## config.mk

```make
export PLATFORM = sky130hd
export DESIGN_NAME = hcr_top
export DESIGN_NICKNAME = d
export VERILOG_FILES = /design/src/rtl/hcr_pkg.sv /design/src/rtl/hcr_parser.sv /design/src/rtl/hcr_regs.sv /design/src/rtl/hcr_top.sv
export SDC_FILE = /design/constraint.sdc
export NUM_CORES = 1
export LEC_CHECK = 0
export BUFFER_PORTS_ARGS = -buffer_cell sky130_fd_sc_hd__buf_2
export CAP_MARGIN = 30
export CORE_UTILIZATION = 55
export CTS_CLUSTER_SIZE = 14
export DETAILED_ROUTE_END_ITERATION = 12
export GPL_TIMING_DRIVEN = 0
export PLACE_DENSITY = 0.8
export SLEW_MARGIN = 20
export SYNTH_ARGS = -nofsm -noshare
export SYNTH_HDL_FRONTEND = slang
export SYNTH_HIERARCHICAL = 1
export SYNTH_SLANG_ARGS = --single-unit
```

## constraint.sdc

```tcl
create_clock -name clk -period 2.9 [get_ports clk]
set_input_delay 0.58 -clock clk [delete_from_list [all_inputs] [get_ports clk]]
set_output_delay 0.58 -clock clk [all_outputs]
set_load 0.005 [all_outputs]
```

## src/rtl/hcr_pkg.sv

```systemverilog
`timescale 1ns/1ps
package hcr_pkg;
  localparam int BYTE_W = 8;
  localparam int CFG_W  = BYTE_W / 2;

  localparam logic [BYTE_W-1:0] C_DEVRST = 8'hF0;
  localparam logic [BYTE_W-1:0] C_SETPTR = 8'hE1;
  localparam logic [BYTE_W-1:0] C_WCFG   = 8'hD2;
  localparam logic [BYTE_W-1:0] C_BRST   = 8'hB4;
  localparam logic [BYTE_W-1:0] C_BIT    = 8'h87;
  localparam logic [BYTE_W-1:0] C_WBYTE  = 8'hA5;
  localparam logic [BYTE_W-1:0] C_RBYTE  = 8'h96;
  localparam logic [BYTE_W-1:0] C_TRIP   = 8'h78;

  localparam logic [BYTE_W-1:0] P_STAT = 8'hF0;
  localparam logic [BYTE_W-1:0] P_RDAT = 8'hE1;
  localparam logic [BYTE_W-1:0] P_CFG  = 8'hC3;

  localparam int ST_BUSY = 0;
  localparam int ST_PPD  = 1;
  localparam int ST_SD   = 2;
  localparam int ST_LL   = 3;
  localparam int ST_RST  = 4;
  localparam int ST_SBR  = 5;
  localparam int ST_TSB  = 6;
  localparam int ST_DIR  = 7;
  localparam int CF_SPU  = 2;

  localparam logic [BYTE_W-1:0] ST_RESET_IMG = BYTE_W'(1) << ST_RST;

  typedef enum logic [1:0] {SEL_STAT, SEL_RDAT, SEL_CFG} sel_e;
  typedef enum logic [2:0] {OP_BRST = 3'd0, OP_BIT = 3'd1, OP_WBYTE = 3'd2,
                            OP_RBYTE = 3'd3, OP_TRIP = 3'd4} op_e;

  function automatic logic cmd_known(input logic [BYTE_W-1:0] c);
    case (c)
      C_DEVRST, C_SETPTR, C_WCFG, C_BRST, C_BIT, C_WBYTE, C_RBYTE, C_TRIP: return 1'b1;
      default: return 1'b0;
    endcase
  endfunction

  function automatic logic cmd_needs_idle(input logic [BYTE_W-1:0] c);
    return cmd_known(c) && (c != C_DEVRST) && (c != C_SETPTR);
  endfunction

  function automatic logic cmd_has_arg(input logic [BYTE_W-1:0] c);
    case (c)
      C_SETPTR, C_WCFG, C_BIT, C_WBYTE, C_TRIP: return 1'b1;
      default: return 1'b0;
    endcase
  endfunction

  function automatic op_e cmd_op(input logic [BYTE_W-1:0] c);
    case (c)
      C_BIT:   return OP_BIT;
      C_WBYTE: return OP_WBYTE;
      C_RBYTE: return OP_RBYTE;
      C_TRIP:  return OP_TRIP;
      default: return OP_BRST;
    endcase
  endfunction

  function automatic logic ptr_ok(input logic [BYTE_W-1:0] p);
    return (p == P_STAT) || (p == P_RDAT) || (p == P_CFG);
  endfunction

  function automatic sel_e ptr_sel(input logic [BYTE_W-1:0] p);
    if (p == P_RDAT) return SEL_RDAT;
    if (p == P_CFG)  return SEL_CFG;
    return SEL_STAT;
  endfunction

  function automatic logic cfg_ok(input logic [BYTE_W-1:0] b);
    return b[BYTE_W-1:CFG_W] == ~b[CFG_W-1:0];
  endfunction

  function automatic logic [BYTE_W-1:0] reg_view(input sel_e s,
      input logic [BYTE_W-1:0] st, input logic [BYTE_W-1:0] rd,
      input logic [CFG_W-1:0] cf);
    case (s)
      SEL_RDAT: return rd;
      SEL_CFG:  return {{(BYTE_W-CFG_W){1'b0}}, cf};
      default:  return st;
    endcase
  endfunction
endpackage

```

## src/rtl/hcr_parser.sv

```systemverilog
`timescale 1ns/1ps
module hcr_parser
  import hcr_pkg::*;
(
  input  logic              clk,
  input  logic              rst_n,
  input  logic              rx_valid,
  input  logic [BYTE_W-1:0] rx_byte,
  input  logic              bus_start,
  input  logic              bus_stop,
  input  logic              busy,
  output logic              ack,
  output logic              ev_devrst,
  output logic              ev_setptr,
  output sel_e              new_sel,
  output logic              ev_wcfg,
  output logic [CFG_W-1:0]  new_cfg,
  output logic              ev_launch,
  output op_e               launch_op,
  output logic              op_start,
  output logic [2:0]        op_code,
  output logic [BYTE_W-1:0] op_arg
);
  typedef enum logic [1:0] {PS_CODE, PS_ARG, PS_SINK} pstate_e;

  pstate_e           state, nxt;
  logic [BYTE_W-1:0] pend;
  logic [BYTE_W-1:0] launch_arg;

  always_comb begin
    nxt       = state;
    ack       = 1'b0;
    ev_devrst = 1'b0;
    ev_setptr = 1'b0;
    ev_wcfg   = 1'b0;
    ev_launch = 1'b0;
    new_sel   = ptr_sel(rx_byte);
    new_cfg   = rx_byte[CFG_W-1:0];
    launch_op = cmd_op(state == PS_ARG ? pend : rx_byte);
    launch_arg = (state == PS_ARG) ? rx_byte : '0;
    if (rx_valid) begin
      case (state)
        PS_CODE: begin
          nxt = PS_SINK;
          if (rx_byte == C_DEVRST) begin
            ack = 1'b1;
            ev_devrst = 1'b1;
          end else if (cmd_known(rx_byte) && !(cmd_needs_idle(rx_byte) && busy)) begin
            ack = 1'b1;
            if (cmd_has_arg(rx_byte)) nxt = PS_ARG;
            else ev_launch = 1'b1;
          end
        end
        PS_ARG: begin
          nxt = PS_SINK;
          if (pend == C_SETPTR) begin
            ack = ptr_ok(rx_byte);
            ev_setptr = ptr_ok(rx_byte);
          end else if (pend == C_WCFG) begin
            ack = cfg_ok(rx_byte);
            ev_wcfg = cfg_ok(rx_byte);
          end else begin
            ack = 1'b1;
            ev_launch = 1'b1;
          end
        end
        default: ;
      endcase
    end
    if (bus_start || bus_stop) nxt = PS_CODE;
  end

  always_ff @(posedge clk or negedge rst_n) begin
    if (!rst_n) begin
      state    <= PS_CODE;
      pend     <= '0;
      op_start <= 1'b0;
      op_code  <= '0;
      op_arg   <= '0;
    end else begin
      state    <= nxt;
      if (rx_valid && state == PS_CODE) pend <= rx_byte;
      op_start <= ev_launch;
      if (ev_launch) begin
        op_code <= launch_op;
        op_arg  <= launch_arg;
      end
    end
  end

  assert_busy_nack_R5: assert property (@(posedge clk) disable iff (!rst_n)
    (rx_valid && state == PS_CODE && busy && cmd_needs_idle(rx_byte)) |-> !ack);

  assert_sink_nack_R9: assert property (@(posedge clk) disable iff (!rst_n)
    (rx_valid && state == PS_SINK) |-> !ack);

  assert_launch_idle_R5: assert property (@(posedge clk) disable iff (!rst_n)
    op_start |-> $past(!busy));

  assert_discard_R11: assert property (@(posedge clk) disable iff (!rst_n)
    (bus_start || bus_stop) |=> state == PS_CODE);
endmodule

```

## src/rtl/hcr_regs.sv

```systemverilog
`timescale 1ns/1ps
module hcr_regs
  import hcr_pkg::*;
(
  input  logic              clk,
  input  logic              rst_n,
  input  logic              ev_devrst,
  input  logic              ev_setptr,
  input  sel_e              new_sel,
  input  logic              ev_wcfg,
  input  logic [CFG_W-1:0]  new_cfg,
  input  logic              ev_launch,
  input  op_e               launch_op,
  input  logic              seq_done,
  input  logic              res_presence,
  input  logic              res_short,
  input  logic              res_bit1,
  input  logic              res_bit2,
  input  logic              res_dir,
  input  logic [BYTE_W-1:0] res_data,
  input  logic              spu_end,
  input  logic              rd_begin,
  input  logic              line_in,
  output logic [BYTE_W-1:0] rd_data,
  output logic              busy,
  output logic [CFG_W-1:0]  cfg_bits,
  output logic              abort
);
  logic [BYTE_W-1:0] st;
  logic [BYTE_W-1:0] rdat;
  logic [CFG_W-1:0]  cfg;
  sel_e              sel;
  op_e               cur_op;

  always_ff @(posedge clk or negedge rst_n) begin
    if (!rst_n) begin
      st     <= ST_RESET_IMG;
      rdat   <= '0;
      cfg    <= '0;
      sel    <= SEL_STAT;
      cur_op <= OP_BRST;
      abort  <= 1'b0;
    end else begin
      abort <= ev_devrst;
      if (ev_devrst) begin
        st  <= ST_RESET_IMG;
        cfg <= '0;
        sel <= SEL_STAT;
      end else begin
        if (spu_end) cfg[CF_SPU] <= 1'b0;
        if (ev_setptr) sel <= new_sel;
        if (ev_wcfg) begin
          cfg       <= new_cfg;
          st[ST_RST] <= 1'b0;
          sel       <= SEL_CFG;
        end
        if (ev_launch) begin
          st[ST_BUSY] <= 1'b1;
          sel         <= SEL_STAT;
          cur_op      <= launch_op;
        end else if (seq_done && st[ST_BUSY]) begin
          st[ST_BUSY] <= 1'b0;
          case (cur_op)
            OP_BRST: begin
              st[ST_PPD] <= res_presence & ~res_short;
              st[ST_SD]  <= res_short;
            end
            OP_BIT:  st[ST_SBR] <= res_bit1;
            OP_TRIP: begin
              st[ST_SBR] <= res_bit1;
              st[ST_TSB] <= res_bit2;
              st[ST_DIR] <= res_dir;
            end
            OP_RBYTE: rdat <= res_data;
            default: ;
          endcase
        end
        if (rd_begin && sel == SEL_STAT) st[ST_LL] <= line_in;
      end
    end
  end

  assign busy     = st[ST_BUSY];
  assign cfg_bits = cfg;
  assign rd_data  = reg_view(sel, st, rdat, cfg);

  assert_devrst_image_R6: assert property (@(posedge clk) disable iff (!rst_n)
    ev_devrst |=> (st == ST_RESET_IMG && cfg == '0 && sel == SEL_STAT && abort));

  assert_cfg_write_R4: assert property (@(posedge clk) disable iff (!rst_n)
    (ev_wcfg && !spu_end && !ev_devrst) |=> (cfg_bits == $past(new_cfg) && !st[ST_RST]
                                             && rd_data[BYTE_W-1:CFG_W] == '0));

  assert_launch_busy_R7: assert property (@(posedge clk) disable iff (!rst_n)
    (ev_launch && !ev_devrst) |=> (busy && sel == SEL_STAT));

  assert_done_clears_R7: assert property (@(posedge clk) disable iff (!rst_n)
    (seq_done && busy && !ev_launch && !ev_devrst) |=> !busy);

  assert_short_excl_R8: assert property (@(posedge clk) disable iff (!rst_n)
    st[ST_SD] |-> !st[ST_PPD]);
endmodule

```

## src/rtl/hcr_top.sv

```systemverilog
`timescale 1ns/1ps
module hcr_top
  import hcr_pkg::*;
(
  input  logic              clk,
  input  logic              rst_n,
  input  logic              rx_valid,
  input  logic [BYTE_W-1:0] rx_byte,
  output logic              ack,
  input  logic              bus_start,
  input  logic              bus_stop,
  input  logic              rd_begin,
  output logic [BYTE_W-1:0] rd_data,
  input  logic              line_in,
  output logic              op_start,
  output logic [2:0]        op_code,
  output logic [BYTE_W-1:0] op_arg,
  input  logic              seq_done,
  input  logic              res_presence,
  input  logic              res_short,
  input  logic              res_bit1,
  input  logic              res_bit2,
  input  logic              res_dir,
  input  logic [BYTE_W-1:0] res_data,
  input  logic              spu_end,
  output logic              abort,
  output logic [CFG_W-1:0]  cfg_bits
);
  logic             busy;
  logic             ev_devrst, ev_setptr, ev_wcfg, ev_launch;
  sel_e             new_sel;
  logic [CFG_W-1:0] new_cfg;
  op_e              launch_op;

  hcr_parser u_parser (
    .clk(clk), .rst_n(rst_n), .rx_valid(rx_valid), .rx_byte(rx_byte),
    .bus_start(bus_start), .bus_stop(bus_stop), .busy(busy), .ack(ack),
    .ev_devrst(ev_devrst), .ev_setptr(ev_setptr), .new_sel(new_sel),
    .ev_wcfg(ev_wcfg), .new_cfg(new_cfg), .ev_launch(ev_launch),
    .launch_op(launch_op), .op_start(op_start), .op_code(op_code), .op_arg(op_arg)
  );

  hcr_regs u_regs (
    .clk(clk), .rst_n(rst_n), .ev_devrst(ev_devrst), .ev_setptr(ev_setptr),
    .new_sel(new_sel), .ev_wcfg(ev_wcfg), .new_cfg(new_cfg),
    .ev_launch(ev_launch), .launch_op(launch_op), .seq_done(seq_done),
    .res_presence(res_presence), .res_short(res_short), .res_bit1(res_bit1),
    .res_bit2(res_bit2), .res_dir(res_dir), .res_data(res_data),
    .spu_end(spu_end), .rd_begin(rd_begin), .line_in(line_in),
    .rd_data(rd_data), .busy(busy), .cfg_bits(cfg_bits), .abort(abort)
  );

  assert_onehot_events_R2: assert property (@(posedge clk) disable iff (!rst_n)
    $onehot0({ev_devrst, ev_setptr, ev_wcfg, ev_launch}));
endmodule

```

==> results of run 1 <==
==> registers in the layout (all words and copies together) (netlist names) <==
signal / cells
u_parser/op_arg: 8
u_parser/op_code: 3
u_parser/op_start: 1
u_parser/pend: 8
u_parser/state: 2
u_regs/abort: 1
u_regs/cfg_bits: 4
u_regs/cur_op: 3
u_regs/rdat: 8
u_regs/sel: 2
u_regs/st: 8
==> path summary, 6_finish.rpt <==
path                                   from                 end  cells after the start
setup / recovery              u_regs/sel[0]          rd_data[6]                      7
hold / removal                        rst_n  u_parser/op_arg[0]                      1
setup reg to reg           u_parser/pend[1]      u_regs/rdat[2]                      9
hold reg to reg              u_regs/rdat[3]      u_regs/rdat[3]                      1
max in group asynchronous             rst_n        u_regs/st[4]                      2
min in group clk                  bus_start   u_parser/state[0]                      2
==> report_power, final <==
group          leakage [nW]  internal (mW)  switching [mW]
sequential            0.614          0.708          0.0281
combinational         0.882         0.0899          0.0950
clock                0.0479          0.168           0.217
==> repair_timing <==
| action | in CTS | in global routing |
|---|---|---|
| hold endpoints to repair | 0 | 0 |
| setup endpoints to repair | 0 | 8 |
| buffers inserted | 0 | 0 |
| gates resized for setup | 0 | 1 |
| hold buffers | 0 | 0 |
==> cell families (layout without fill, tap and decap cells) <==
group                      after synthesis  count (layout)  share of synthesized area (%)
buffers and inverters                   30              94                           5.06
muxes                                   38              38                           15.4
and+or+nand+nor                         93              93                           20.9
adders and majority gates                3               3                           1.41
AOI/OAI and AO/OA                       40              40                           10.5
DFF                                     48              48                           45.1
xor gates and xnor gates                 5               5                           1.64
==> layout by cell type (no fill, tap or decap), drive strengths merged, types with 4 or more instances in the layout <==
cell | netlist | final
xnor2 | 4 | 4
nand3 | 9 | 9
o21ai | 9 | 9
clkinv | 1 | 4
o22ai | 5 | 5
dfrtp | 47 | 47
nand2 | 25 | 25
clkbuf | 6 | 11
nand2b | 10 | 10
a21oi | 10 | 10
inv | 18 | 18
nor3 | 5 | 5
nor3b | 4 | 4
nor2b | 6 | 6
buf | 5 | 61
mux2i | 16 | 16
a22oi | 4 | 4
mux2 | 22 | 22
nor2 | 19 | 19
==> layer usage <==
layer  GRT usage [%]  up-vias
met5               0        -
met4            8.93        0
met3            4.50       10
met2            43.6       66
met1            31.6      997
li1                -     1020
==> worst max-delay path, delay by kind of cell (launching register included) <==
| kind | cells | cell delay [ns] |
|---|---|---|
| and+or+nand+nor | 1 | 0.13 |
| adders and majority gates | 1 | 0.28 |
| buffers and inverters | 4 | 0.89 |
| DFF | 1 | 0.38 |
| AOI/OAI and AO/OA | 1 | 0.11 |
==> area by class of cell <==
type                    instances  area, µm²
repair buffers                 56        295
clock inverters                 3       18.8
inverters                      19       71.3
fillers                       385       1380
well taps                      52       65.1
flip-flops and latches         48       1200
clock buffers                   5       68.8
multi-input cells             179       1340
plain buffers                  11       63.8
==> flow_summary.yaml, run 1 <==
placement:
  io_buffer_count: 55
  place_inst: 365
  place_hpwl_um: 4520
  post-place-ws_ns: -0.00272
  place_congestion: 0.938
  placedInstanceArea_um2: 3030
layout:
  utilization_pct: 69.3
  design_area_um2: 3120
  instances_no_fill: 373
  antenna_cells: 0
  layout-drive-gt1-share_pct: 31.8
  syn_to_final_growth_pct: 17.0
  nets: 353
synth:
  synth_warnings: 6
  synth_ff_type: "dfrtp_1"
  postSynthRegisterBits: 48
  yosysTopAreaCell: "dfrtp_1"
  ys_seq_area_share_pct: 45.1
  synth_cells: 257
  synthTopCellsByArea: "dfrtp_1, mux2_2, mux2i_1"
  synth_top_area_share_pct: 44.1
  synthesis.nets: 290
  synth.cell_area_um2: 2670
  synth-edff-count: 0
  avgSynthCellArea_um2: 10.4
  synth_common_cells: "dfrtp_1, nand2_1, inv_1, mux2_2, nor2_1"
  synth_cell_types: 51
  synth_most_common_cell: "dfrtp_1"
  async_flop_share_pct: 100
pwr:
  power_leakage_nw: 1.54
  power_mw: 1.31
  ir_drop_mv: 0.262
  p_per_area_nw_per_um2: 418
detailed_routing:
  ant_nets: 0
  top_layer: "met4"
  wl_met3_um: 260
  drt_iter0_markers: 113
  drt-met1-wl_um: 2600
  drt-total-wl_um: 5850
  vias_per_cell: 5.61
  wl_met2_um: 2880
  drc: 0
  wl_per_cell_um: 15.7
  first_pass_iters: 4
  num_vias: 2093
timing:
  whs_ns: 0.204
  maxSlewHeadroom_pct: 61.1
  setup_viol: 0
  fmax_mhz: 375
  fin_crit_sh_pct: 91.9
  drv_slew: 0
  fin_worst_skew_ns: 0.00874
  worst_pin_slew_ns: 0.579
  finalHoldViolCount: 0
  rsz0062_at_grt: "no"
  fin_ws_ns: 0.235
  layout_min_cycle_time_ns: 2.66
  setup_tns_ns: 0
setup_path:
  crit_fanout: 10
  reg2reg_slack_ns: 0.26
  crit_required_ns: 2.32
  crit_type: "reg2out"
  slowest_delay_ns: 0.40
  start_kind: "flop"
  cpMaxStageDelayCell: "clkbuf_1"
  crit_chain: "inv_1, ha_1, clkbuf_1, clkbuf_1, nand3_1, o21ai_0, buf_2"
  cp-end-kind: "output pin"
  crit_arrival_ns: 2.08
  crit_path_frequent_cell: "clkbuf_1"
grt:
  grt_pass1_wl_um: 9830
  grt_pass1_vias: 2130
  grt_remaining_overflow: 0
  grt_max_degree: 32
  grt_usage_pct: 25.1
  grt_antenna_before_repair: 0
floorplanning:
  start_util_pct: 59.3
  fp.dieH_um: 71.7
  ios: 56
  fp.coreArea_um2: 4500
  die_area_um2: 5140
  num_rows: 24
  die_w_um: 71.7
outcome:
  status: "complete, no violations"
clock_network:
  cts_tree: "yes"
  cts_root_buf: "clkbuf_8"
  numCtsBuffers: 5
  clock_latency_ns: 0.30
  clk_pin_slew_worst_paths_ns: 0.09
  cts_buffer_depth: 2
  h-tree-depth: 2
  cts.sinks: 48
run:
  drv_cap: 0
hold_path:
  min_path_type: "in2async"
Note: power is estimated with default switching activity, not from simulation.
==> inputs of run 2 (changes only) <==
--- a/config.mk
+++ b/config.mk
@@ -7,13 +7,12 @@
 export LEC_CHECK = 0
 export BUFFER_PORTS_ARGS = -buffer_cell sky130_fd_sc_hd__buf_2
 export CAP_MARGIN = 30
-export CORE_UTILIZATION = 55
+export CORE_UTILIZATION = 54
 export CTS_CLUSTER_SIZE = 14
 export DETAILED_ROUTE_END_ITERATION = 12
 export GPL_TIMING_DRIVEN = 0
-export PLACE_DENSITY = 0.8
-export SLEW_MARGIN = 20
+export PLACE_DENSITY = 0.79
+export SLEW_MARGIN = 5
 export SYNTH_ARGS = -nofsm -noshare
 export SYNTH_HDL_FRONTEND = slang
-export SYNTH_HIERARCHICAL = 1
 export SYNTH_SLANG_ARGS = --single-unit
==> flow_summary.yaml, run 2 <==
synth:
  synth_top_family_by_area: "simple AND/OR/NAND/NOR gates"
  synth_cells: 253
  synthesis.nets: 286
  synth_mux_area_share_pct: 10.2
  synth.cell_area_um2: 2650
  synth_ff_type: "dfrtp_1"
  async_flop_share_pct: 100
  synth_common_cells: "dfrtp_1, nor2_1, o21ai_0, inv_1, a21oi_1"
  synthAdderAreaFrac_pct: 1.42
  synth_most_common_cell: "dfrtp_1"
  synth_cell_types: 51
  synth_top_area_share_pct: 44.3
  synth_xor_area_share_pct: 2.31
  avgSynthCellArea_um2: 10.5
  synth_compound_area_share_pct: 17.0
  synthTopCellsByArea: "dfrtp_1, mux2_4, mux2_2"
  synth_warnings: 0
  synth-edff-count: 0
  synthSimpleGateAreaFrac_pct: 19.2
  ys_seq_area_share_pct: 45.3
  postSynthRegisterBits: 48
  yosysTopAreaCell: "dfrtp_1"
grt:
  grt_antenna_before_repair: 0
  grt_pass1_wl_um: 10300
  grt_usage_pct: 26.1
  grt_max_degree: 37
  grt_pass1_vias: 2130
  grt_remaining_overflow: 0
detailed_routing:
  drt_iter0_markers: 82
  ant_nets: 0
  drt-total-wl_um: 6300
  wl_per_cell_um: 16.6
  first_pass_iters: 4
  drc: 0
  vias_per_cell: 5.86
  num_vias: 2221
setup_path:
  start_kind: "flop"
  cpMaxStageDelayCell: "dfrtp_1"
  cp_num_buf_inv: 4
  ff2ff_path_depth: 6
  crit_required_ns: 2.32
  slowest_delay_ns: 0.43
  crit_chain: "inv_1, ha_1, clkbuf_1, clkbuf_1, nor2_1, a21oi_1, buf_2"
  crit_type: "reg2out"
  critPathTopFamily: "buffers and inverters"
  worstSetupPathDepth: 7
  crit_fanout: 10
  crit_arrival_ns: 2.06
  crit_path_frequent_cell: "clkbuf_1"
  cp-end-kind: "output pin"
timing:
  maxSlewHeadroom_pct: 43.4
  drv_slew: 0
  setup_tns_ns: 0
  fmax_mhz: 379
  fin_crit_sh_pct: 91.1
  setup_viol: 0
  layout_min_cycle_time_ns: 2.64
  fin_worst_skew_ns: 0.00814
  worst_pin_slew_ns: 0.827
  fin_ws_ns: 0.259
  rsz0062_at_grt: "no"
  finalHoldViolCount: 0
  whs_ns: 0.179
clock_network:
  postCtsSetupBuffers: 0
  clock_latency_ns: 0.29
  cts_tree: "yes"
  cts_root_buf: "clkbuf_8"
  cts.sinks: 48
  numCtsBuffers: 5
  postCtsHoldBufs: 0
  h-tree-depth: 2
  clk_pin_slew_worst_paths_ns: 0.08
  cts_buffer_depth: 2
  cts_resized: 0
floorplanning:
  die_area_um2: 5200
  fp.dieH_um: 72.1
  ios: 56
  die_w_um: 72.1
  start_util_pct: 56.2
  num_rows: 25
  fp.coreArea_um2: 4720
layout:
  syn_to_final_growth_pct: 18.3
  mostFrequentLayoutCells: "buf_2, dfrtp_1, nor2_1"
  multi_input_area_um2: 1330
  regArea_um2: 1200
  layout_commonest_cell: "buf_2"
  fillers: 389
  nets: 344
  layout-drive-gt1-share_pct: 29.5
  antenna_cells: 0
pwr:
  power_mw: 1.46
  ir_drop_mv: 0.351
  p_per_area_nw_per_um2: 465
  power_leakage_nw: 1.55
placement:
  io_buffer_count: 50
  post-place-ws_ns: 0.331
  place_hpwl_um: 4700
  place_congestion: 0.928
hold_path:
  min_path_type: "in2async"
outcome:
  status: "complete, no violations"
run:
  drv_cap: 0
[run 2: final timing paths]
kind                                       end  slack, ns                 from
min                          u_parser.state[0]       0.18                rst_n
max in group asynchronous         u_regs.st[4]       2.17                rst_n
max reg2reg                   u_regs.cur_op[1]       0.61    u_parser.state[0]
max                                 rd_data[0]       0.26        u_regs.sel[0]
min in group clk             u_parser.state[0]       0.48             bus_stop
min reg2reg                u_parser.op_code[1]       0.49  u_parser.op_code[1]
[run 2: per-layer routing]
| metal | GRT usage (%) | vias up | routed length, µm |
|---|---|---|---|
| met2 | 43.7 | 76 | 3090 |
| met3 | 5.42 | 8 | 297 |
| met4 | 7.19 | 0 | 58 |
| li1 | - | 1048 | - |
| met5 | 0 | - | 0 |
| met1 | 34.6 | 1089 | 2860 |
[run 2: power breakdown]
group / internal [mW] / switching (mW) / total (mW)
Clock: 0.345 / 0.214 / 0.558
Combinational: 0.0850 / 0.0891 / 0.174
Sequential: 0.698 / 0.0288 / 0.727
Total: 1.13 / 0.332 / 1.46
[run 2: layout make-up]
class,count,share of cell area (%)
plain buffers,16,2.47
repair buffers,51,8.61
clock inverters,2,1.91
flip-flops and latches,48,38.3
multi-input cells,177,42.3
clock buffers,6,2.31
inverters,12,1.43
well taps,67,2.67
[run 2: worst register-to-register path: stages, from the launching register on]
cell,delay (ns)
dfrtp_1,0.44
nor3b_1,0.31
buf_2,0.31
nand3_1,0.11
a2bb2oi_1,0.17
a2111oi_0,0.75
a21o_1,0.15
[run 2: cells by family after synthesis]
family / after synthesis
buffers and inverters: 28
muxes: 22
and+or+nand+nor: 81
AOI/OAI and AO/OA: 64
xor gates and xnor gates: 7
adders and majority gates: 3
DFF: 48
[run 2: through the flow]
stage / area (µm²) / cells / util (%)
2_1_floorplan: 2650 / 253 / -
3_5_place_dp: 3010 / 371 / 63.7
6_report: 3140 / 379 / 66.5
3_3_place_gp: 2990 / 370 / 63.2
5_1_grt: 3140 / 379 / 66.5
4_1_cts: 3140 / 379 / 66.5
==> inputs of run 3 (changes only) <==
--- a/config.mk
+++ b/config.mk
@@ -7,11 +7,13 @@
 export LEC_CHECK = 0
 export BUFFER_PORTS_ARGS = -buffer_cell sky130_fd_sc_hd__buf_2
 export CAP_MARGIN = 30
-export CORE_UTILIZATION = 54
+export CELL_PAD_IN_SITES_DETAIL_PLACEMENT = 0
+export CELL_PAD_IN_SITES_GLOBAL_PLACEMENT = 2
+export CORE_UTILIZATION = 34
 export CTS_CLUSTER_SIZE = 14
 export DETAILED_ROUTE_END_ITERATION = 12
 export GPL_TIMING_DRIVEN = 0
-export PLACE_DENSITY = 0.79
+export PLACE_DENSITY_LB_ADDON = 0.1
 export SLEW_MARGIN = 5
 export SYNTH_ARGS = -nofsm -noshare
 export SYNTH_HDL_FRONTEND = slang
==> flow_summary.yaml, run 3 (synthesis results as in run 2) <==
timing:
  fmax_mhz: 378
  fin_crit_sh_pct: 91.1
  rsz0062_at_grt: "no"
  worst_pin_slew_ns: 0.904
  fin_ws_ns: 0.258
  setup_tns_ns: 0
  whs_ns: 0.183
  maxSlewHeadroom_pct: 38.2
  finalHoldViolCount: 0
  layout_min_cycle_time_ns: 2.64
  drv_slew: 0
  fin_worst_skew_ns: 0.0114
  setup_viol: 0
setup_path:
  cp-endpoint: "ack"
  startpoint: "rx_byte[5]"
  reg2reg_slack_ns: 0.51
  cp-end-kind: "output pin"
  rr_startpoint: "u_parser.state[0]"
  crit_fanout: 8
  crit_type: "in2out"
  start_kind: "primary input"
  ff2ff_path_depth: 6
  crit_required_ns: 2.32
  crit_arrival_ns: 2.06
  rr_endpoint: "u_parser.op_code[1]"
layout:
  design_area_um2: 3160
  instances_no_fill: 411
  layout-drive-gt1-share_pct: 30.1
  nets: 344
  antenna_cells: 0
  utilization_pct: 42.6
  mostFrequentLayoutCells: "buf_2, dfrtp_1, nor2_1"
  syn_to_final_growth_pct: 19.1
  layout_commonest_cell: "buf_2"
placement:
  post-place-ws_ns: 0.172
  place_inst: 403
  place_hpwl_um: 5240
  io_buffer_count: 50
  placedInstanceArea_um2: 3050
  place_congestion: 0.793
floorplanning:
  num_rows: 31
  die_w_um: 90.3
  die_area_um2: 8160
  fp.coreArea_um2: 7410
  ios: 56
  fp.dieH_um: 90.3
  start_util_pct: 35.8
detailed_routing:
  num_vias: 2156
  wl_per_cell_um: 17.0
  drc: 0
  drt-total-wl_um: 6990
  first_pass_iters: 4
  ant_nets: 0
  drt_iter0_markers: 100
  vias_per_cell: 5.25
outcome:
  status: "complete, no violations"
clock_network:
  cts_tree: "yes"
  clk_pin_slew_worst_paths_ns: 0.09
  h-tree-depth: 2
  numCtsBuffers: 5
  cts.sinks: 48
  cts_buffer_depth: 2
  postCtsSetupBuffers: 0
  postCtsHoldBufs: 0
  cts_root_buf: "clkbuf_8"
  cts_resized: 0
  clock_latency_ns: 0.30
pwr:
  power_leakage_nw: 1.54
  ir_drop_mv: 0.220
  p_per_area_nw_per_um2: 439
  power_mw: 1.39
grt:
  grt_antenna_before_repair: 0
  grt_usage_pct: 18.3
  grt_remaining_overflow: 0
  grt_max_degree: 36
  grt_pass1_wl_um: 11700
  grt_pass1_vias: 2246
run:
  drv_cap: 0
hold_path:
  min_path_type: "in2async"
## run 3: changes by cell type in the layout (fill, tap and decap cells not counted), sizes merged
cell	previous run	this run
bufinv	2	1
clkbuf	12	11
clkinv	0	1
clkinvlp	0	1
## run 3: power by group
group	leakage (nW)	switching (mW)	internal [mW]
combinational	0.850	0.0894	0.0850
sequential	0.639	0.0285	0.698
clock	0.0541	0.231	0.255
total	1.54	0.349	1.04
## run 3: cell type report
cell class                      count  area [µm²]
Fill cell                         778        4250
Timing Repair Buffer               51         270
Clock buffer                        5        68.8
Sequential cell                    48        1200
Inverter                           12        45.0
Tap cell                           99         124
Buffer                             16        78.8
Multi-Input combinational cell    177        1330
Clock inverter                      3        42.5
## run 3: worst min path at each step
stage | start | end | slack, ns | cells after the start
after global placement | u_parser.op_code[1] | u_parser.op_code[1] | 0.46 | 1
after detailed placement | u_parser.op_code[1] | u_parser.op_code[1] | 0.47 | 1
final | rst_n | u_regs.sel[0] | 0.18 | 1
after CTS | rst_n | u_regs.sel[0] | 0.19 | 1
after global routing | rst_n | u_parser.pend[0] | 0.21 | 1
after floorplan | rst_n | u_parser.op_arg[0] | 0.28 | 0
## run 3: worst max-delay path, cell delays in order
cell	delay [ns]
buf_2	0.20
nor2b_1	0.16
clkbuf_1	0.30
nand2_1	0.14
nor2_1	0.39
a21oi_1	0.08
nand3_1	0.11
buf_2	0.11
## run 3: per-layer routing
layer	vias up	wire [µm]	global-route usage, %
li1	1044	-	-
met5	-	0	0
met2	50	3230	29.1
met1	1058	3430	25.2
met3	4	254	3.37
met4	0	68	5.51
